<file path="config.mk">
export PLATFORM = sky130hd
export DESIGN_NAME = irq_entry_seq
export DESIGN_NICKNAME = d
export VERILOG_FILES = /design/src/rtl/irq_entry_pkg.sv /design/src/rtl/irq_arbiter.sv /design/src/rtl/irq_target.sv /design/src/rtl/irq_entry_seq.sv
export SDC_FILE = /design/constraint.sdc
export NUM_CORES = 1
export LEC_CHECK = 0
export BUFFER_PORTS_ARGS = -buffer_cell sky130_fd_sc_hd__buf_2
export CORE_MARGIN = 2
export CORE_UTILIZATION = 60
export CTS_BUF_LIST = sky130_fd_sc_hd__clkbuf_8
export CTS_CLUSTER_SIZE = 40
export DETAILED_ROUTE_END_ITERATION = 7
export PLACE_DENSITY = 0.88
export SETUP_SLACK_MARGIN = 0.5
export SYNTH_ARGS = -nofsm -noshare
export SYNTH_HDL_FRONTEND = slang
export SYNTH_SLANG_ARGS = --single-unit
</file>
<file path="constraint.sdc">
create_clock -name clk -period 4 [get_ports clk]
set_clock_uncertainty 0.1 [all_clocks]
set_input_delay 0.8 -clock clk [delete_from_list [all_inputs] [get_ports clk]]
set_output_delay 0.8 -clock clk [all_outputs]
set_load 0.01 [all_outputs]
</file>
<file path="src/rtl/irq_entry_pkg.sv">
package irq_entry_pkg;

  typedef enum logic [2:0] {
    ST_IDLE    = 3'd0,
    ST_PUSH_HI = 3'd1,
    ST_PUSH_LO = 3'd2,
    ST_TBL_LO  = 3'd3,
    ST_TBL_HI  = 3'd4,
    ST_FINISH  = 3'd5
  } seq_state_e;

  localparam logic [1:0] MODE_RESTART = 2'd0;
  localparam logic [1:0] MODE_FIXED   = 2'd1;
  localparam logic [1:0] MODE_TABLE   = 2'd2;

endpackage

</file>
<file path="src/rtl/irq_arbiter.sv">
module irq_arbiter (
  input  logic clk,
  input  logic rst_n,
  input  logic idle,
  input  logic nmi_req,
  input  logic int_req,
  input  logic iff1_in,
  input  logic ei_pend_in,
  input  logic instr_end,
  output logic take_nmi,
  output logic take_int
);

  logic nmi_pend_q;
  logic nmi_pend_d;
  logic nmi_any;
  logic int_en;

  always_comb begin
    nmi_any    = nmi_req | nmi_pend_q;
    int_en     = ei_pend_in ? instr_end : iff1_in;
    take_nmi   = idle & nmi_any;
    take_int   = idle & ~nmi_any & int_req & int_en;
    nmi_pend_d = nmi_any & ~take_nmi;
  end

  always_ff @(posedge clk or negedge rst_n) begin
    if (!rst_n) nmi_pend_q <= 1'b0;
    else        nmi_pend_q <= nmi_pend_d;
  end

endmodule

</file>
<file path="src/rtl/irq_target.sv">
module irq_target #(
  parameter int DW        = 8,
  parameter int AW        = 2 * DW,
  parameter int RST_SHIFT = 3,
  parameter logic [AW-1:0] NMI_PC   = 16'h0066,
  parameter logic [AW-1:0] FIXED_PC = 16'h0038
) (
  input  logic          is_nmi,
  input  logic [1:0]    mode,
  input  logic [DW-1:0] vec,
  input  logic [DW-1:0] tbl_lo,
  input  logic [DW-1:0] tbl_hi,
  output logic [AW-1:0] target
);
  import irq_entry_pkg::*;

  localparam int IDX_W = 3;

  logic [IDX_W-1:0] rst_idx;
  logic [AW-1:0]    rst_pc;

  always_comb begin
    rst_idx = vec[RST_SHIFT +: IDX_W];
    rst_pc  = {{(AW-IDX_W){1'b0}}, rst_idx} << RST_SHIFT;
    if (is_nmi) begin
      target = NMI_PC;
    end else begin
      unique case (mode)
        MODE_RESTART: target = rst_pc;
        MODE_TABLE:   target = {tbl_hi, tbl_lo};
        default:      target = FIXED_PC;
      endcase
    end
  end

endmodule

</file>
<file path="src/rtl/irq_entry_seq.sv">
module irq_entry_seq #(
  parameter int DW = 8,
  parameter int AW = 2 * DW
) (
  input  logic          clk,
  input  logic          rst_n,
  input  logic          nmi_req,
  input  logic          int_req,
  input  logic [DW-1:0] int_vec,
  input  logic          instr_end,
  input  logic [AW-1:0] pc_in,
  input  logic [AW-1:0] sp_in,
  input  logic [DW-1:0] page_in,
  input  logic [1:0]    mode_in,
  input  logic          iff1_in,
  input  logic          iff2_in,
  input  logic          halted_in,
  input  logic          ei_pend_in,
  output logic [AW-1:0] mem_addr,
  output logic [DW-1:0] mem_wdata,
  output logic          mem_we,
  output logic          mem_re,
  input  logic [DW-1:0] mem_rdata,
  output logic          busy,
  output logic          done,
  output logic [AW-1:0] pc_out,
  output logic [AW-1:0] sp_out,
  output logic          iff1_out,
  output logic          iff2_out
);
  import irq_entry_pkg::*;

  localparam logic [AW-1:0] ONE = AW'(1);
  localparam logic [AW-1:0] TWO = AW'(2);

  seq_state_e state_q, state_d;
  logic       take_nmi, take_int, accept, use_table, finish_en;

  // snapshot taken at the accepting edge
  logic          nmi_q, iff2_q;
  logic [1:0]    mode_q;
  logic [DW-1:0] vec_q, page_q, tlo_q;
  logic [AW-1:0] ret_pc_q, sp_q;
  logic [AW-1:0] target;

  // result registers
  logic [AW-1:0] pc_out_q, sp_out_q;
  logic          iff1_out_q, iff2_out_q, done_q;

  irq_arbiter u_arb (
    .clk        (clk),
    .rst_n      (rst_n),
    .idle       (state_q == ST_IDLE),
    .nmi_req    (nmi_req),
    .int_req    (int_req),
    .iff1_in    (iff1_in),
    .ei_pend_in (ei_pend_in),
    .instr_end  (instr_end),
    .take_nmi   (take_nmi),
    .take_int   (take_int)
  );

  irq_target #(.DW(DW), .AW(AW)) u_tgt (
    .is_nmi (nmi_q),
    .mode   (mode_q),
    .vec    (vec_q),
    .tbl_lo (tlo_q),
    .tbl_hi (mem_rdata),
    .target (target)
  );

  always_comb begin
    accept    = take_nmi | take_int;
    use_table = ~nmi_q & (mode_q == MODE_TABLE);
    finish_en = (state_q == ST_FINISH);
    state_d   = state_q;
    mem_addr  = '0;
    mem_wdata = '0;
    mem_we    = 1'b0;
    mem_re    = 1'b0;
    unique case (state_q)
      ST_IDLE: if (accept) state_d = ST_PUSH_HI;
      ST_PUSH_HI: begin
        mem_we    = 1'b1;
        mem_addr  = sp_q - ONE;
        mem_wdata = ret_pc_q[AW-1:DW];
        state_d   = ST_PUSH_LO;
      end
      ST_PUSH_LO: begin
        mem_we    = 1'b1;
        mem_addr  = sp_q - TWO;
        mem_wdata = ret_pc_q[DW-1:0];
        state_d   = use_table ? ST_TBL_LO : ST_FINISH;
      end
      ST_TBL_LO: begin
        mem_re   = 1'b1;
        mem_addr = {page_q, vec_q};
        state_d  = ST_TBL_HI;
      end
      ST_TBL_HI: begin
        mem_re   = 1'b1;
        mem_addr = {page_q, vec_q} + ONE;
        state_d  = ST_FINISH;
      end
      ST_FINISH: state_d = ST_IDLE;
      default:   state_d = ST_IDLE;
    endcase
  end

  always_ff @(posedge clk or negedge rst_n) begin
    if (!rst_n) begin
      state_q <= ST_IDLE;
      done_q  <= 1'b0;
    end else begin
      state_q <= state_d;
      done_q  <= finish_en;
    end
  end

  always_ff @(posedge clk or negedge rst_n) begin
    if (!rst_n) begin
      nmi_q    <= 1'b0;
      iff2_q   <= 1'b0;
      mode_q   <= '0;
      vec_q    <= '0;
      page_q   <= '0;
      ret_pc_q <= '0;
      sp_q     <= '0;
    end else if (accept) begin
      nmi_q    <= take_nmi;
      iff2_q   <= iff2_in;
      mode_q   <= mode_in;
      vec_q    <= int_vec;
      page_q   <= page_in;
      ret_pc_q <= halted_in ? pc_in + ONE : pc_in;
      sp_q     <= sp_in;
    end
  end

  always_ff @(posedge clk or negedge rst_n) begin
    if (!rst_n)                    tlo_q <= '0;
    else if (state_q == ST_TBL_HI) tlo_q <= mem_rdata;
  end

  always_ff @(posedge clk or negedge rst_n) begin
    if (!rst_n) begin
      pc_out_q   <= '0;
      sp_out_q   <= '0;
      iff1_out_q <= 1'b0;
      iff2_out_q <= 1'b0;
    end else if (finish_en) begin
      pc_out_q   <= target;
      sp_out_q   <= sp_q - TWO;
      iff1_out_q <= 1'b0;
      iff2_out_q <= nmi_q & iff2_q;
    end
  end

  assign busy     = (state_q != ST_IDLE);
  assign done     = done_q;
  assign pc_out   = pc_out_q;
  assign sp_out   = sp_out_q;
  assign iff1_out = iff1_out_q;
  assign iff2_out = iff2_out_q;

endmodule

</file>
==> qor.yml <==
timing:
  period_share_pct: 85.0
  finalSetupTns_ns: 0
  max_slew.worst_pin.slew_ns: 1.05
  hold_violations: 0
  slew_viol_final: 0
  relSlewSlack_pct: 29.7
  setup-violations-final: 0
  period_minus_slack_ns: 3.40
  max_freq_mhz: 294
  rsz0062_at_grt: "yes"
global_route:
  antenna_found_initial: 0
  grt_max_degree: 86
  grt-ovfl-total: 0
  grtUsageTotal_pct: 29.8
  grt_pass1_wl_mm: 23.0
  grt_pass1_vias: 4527
final_layout:
  final_nets: 748
  final_cell_area_um2: 6240
  final_cells: 789
  drive_gt1_share_pct: 29.2
  finish.utilization_pct: 72.0
  layout_common_cells: "buf_2, nand2_1, dfrtp_1"
  diodes: 0
  mostFrequentLayoutCell: "buf_2"
  area_growth_pct: 16.4
  num-fill-cells: 682
critical_path:
  path_common_cell: "o21ai_0"
  cp-end-kind: "output pin"
  ff2ff_setup_slack_ns: 1.51
  crit_type: "flop to output pin"
  crit_family: "compound AO/OA/AOI/OAI gates"
  r2r_end: "sp_q[7]$_DFFE_PN0P_"
  r2r-start: "state_q[0]$_DFFE_PN0P_"
  crit_arrival_ns: 2.50
  cpPeakStageDelay_ns: 0.63
  cp_num_buf_inv: 1
  slowest_stage: "or4_4"
  r2r_cells: 4
  worstPathRequired_ns: 3.10
  critPathMaxFanout: 8
  worstPathCellList: "or4_4 -> o31ai_1 -> o21ai_0 -> o21ai_0 -> o221ai_1 -> buf_2"
  start_kind: "flop"
die:
  dieArea_um2: 9710
  die_x_um: 98.6
  io_pins: 129
  fp-row-count: 34
  start_util_pct: 61.8
  fp.coreArea_um2: 8680
  dieHeight_um: 98.6
power:
  power_leakage_nw: 2.87
  power_density_nw_per_um2: 829
  vdd_drop_max_uv: 516
  power.total_mw: 5.18
placement:
  gp_congestion: 1.05
  io_buffers: 127
  dp_hpwl_mm: 10.5
  placed_cells: 770
  place_area_um2: 6000
job:
  cap_violations: 0
clock_tree:
  cts-root-buf: "clkbuf_8"
  ctsHoldBuffers: 0
  htree_levels: 3
  cts_buffer_depth: 2
  numCtsBuffers: 9
  clkTransAtPathRegs_ns: 0.10
  cts.sinks: 98
  cts_tree: "done"
  clock_latency_ns: 0.38
min_path:
  hold_end: "sp_out[15]$_DFFE_PN0P_"
  min_path_type: "flop to flop"
  min-delay-start: "sp_out[15]$_DFFE_PN0P_"
  holdPathStages: 2
synth:
  synth_warnings: 0
  synthesis.nets: 641
  avgSynthCellArea_um2: 9.43
  ys_ff_latch: 98
  synth_edf_count: 0
  synth_area_um2: 5360
  synthArstFlopShare_pct: 100
  ys_seq_area_share_pct: 45.7
  synthFlopType: "dfrtp_1"
  yosysUniqueCellTypes: 58
  netlist_instances: 569
routing:
  drc: 0
  wire_per_inst_um: 18.0
  vias: 4804
  drt_first_pass_iters: 6
  routed_wl_mm: 14.2
  drt_iter0_drc: 425
  postRouteAntennaNets: 0
  viasPerCell: 6.09
run_status:
  outcome: "finished, final reports clean"
-- worst reg2reg max path: stages, from the launching register on --
cell     delay, ns
dfrtp_4       0.62
or3_1         0.52
a21oi_4       0.37
buf_12        0.32
mux2_2        0.43
-- worst max path at each step --
stage                                 startpoint            to  slack [ns]  cells past startpoint
after detailed placement     sp_q[1]$_DFFE_PN0P_  mem_addr[11]        0.70                      8
final                        sp_q[5]$_DFFE_PN0P_  mem_addr[10]        0.60                      6
after CTS                 state_q[1]$_DFFE_PN0P_   mem_addr[7]        0.57                      6
after global routing      state_q[1]$_DFFE_PN0P_   mem_addr[9]        0.48                      6
after floorplan              sp_q[1]$_DFFE_PN0P_  mem_addr[13]        1.27                      7
after global placement       sp_q[1]$_DFFE_PN0P_  mem_addr[13]        0.80                      8
-- through the flow --
| step | setup slack, ns | hold slack [ns] |
|---|---|---|
| CTS | 0.566 | 0.383 |
| floorplan | 1.27 | 0.345 |
| detailed placement | 0.696 | 0.360 |
| global placement | 0.796 | 0.357 |
| finish | 0.600 | 0.380 |
| global route | 0.484 | 0.400 |
-- sequential cells by signal (all words and copies together) (netlist names) --
register	cells
ret_pc_q	16
page_q	8
vec_q	8
nmi_q	1
u_arb.nmi_pend_q	1
mode_q	2
iff2_q	1
sp_out	16
tlo_q	8
done	1
iff2_out	1
state_q	3
pc_out	16
sp_q	16
-- power by group --
group          internal, mW  switching, mW  total [mW]
clock                 0.238          0.376       0.615
combinational          1.12           1.38        2.50
sequential             1.45          0.616        2.07
-- layout make-up --
class / instances / area (um2) / area share [%]
clock buffers: 9 / 124 / 1.98
clock inverters: 7 / 61.3 / 0.982
inverters: 10 / 37.5 / 0.601
multi-input cells: 422 / 2720 / 43.5
flip-flops and latches: 98 / 2460 / 39.4
well taps: 108 / 135 / 2.16
repair buffers: 135 / 711 / 11.4
-- per-layer routing --
| metal | up-vias | GRT usage, % | part of all wire [%] |
|---|---|---|---|
| li1 | 2210 | - | - |
| met1 | 2317 | 43.5 | 43 |
| met2 | 242 | 45.1 | 45 |
| met3 | 35 | 4.82 | 8.7 |
| met4 | 0 | 11.5 | 2.8 |
| met5 | - | 0 | 0 |
-- cells in the mapped netlist, types with 5 or more instances --
cell type / instances / area [um2]
clkbuf_1: 21 / 78.8
nand2b_1: 6 / 37.5
o221ai_1: 6 / 52.6
nand4_1: 12 / 75.1
nor2b_1: 5 / 31.3
xor2_1: 19 / 166
ha_1: 5 / 62.6
xnor2_1: 25 / 219
a22o_1: 18 / 158
nor2_1: 38 / 143
inv_1: 10 / 37.5
buf_2: 12 / 60.1
nor3_1: 9 / 45.0
mux2i_1: 5 / 50.1
a21oi_1: 31 / 155
o21ai_0: 42 / 210
nand3_1: 16 / 80.1
nand2_1: 96 / 360
dfrtp_1: 98 / 2450
mux2_2: 30 / 338
nor4_1: 6 / 37.5
-- kinds of logic after synthesis --
logic type | Yosys count | synth area share [%]
buf+inv | 49 | 4.34
xor+xnor | 44 | 7.18
compound gates | 127 | 15.1
simple gates | 210 | 19.2
other cells | 1 | 0.0699
fa+ha+maj | 5 | 1.17
mux | 35 | 7.23
flops | 98 | 45.7
-- timing repair --
action                     4_1_cts  5_1_grt
cloned                           0        0
gates resized for setup          2        7
setup buffers                    3        0
setup endpoints to repair        6        6
Note: power is estimated with default switching activity, not from simulation.
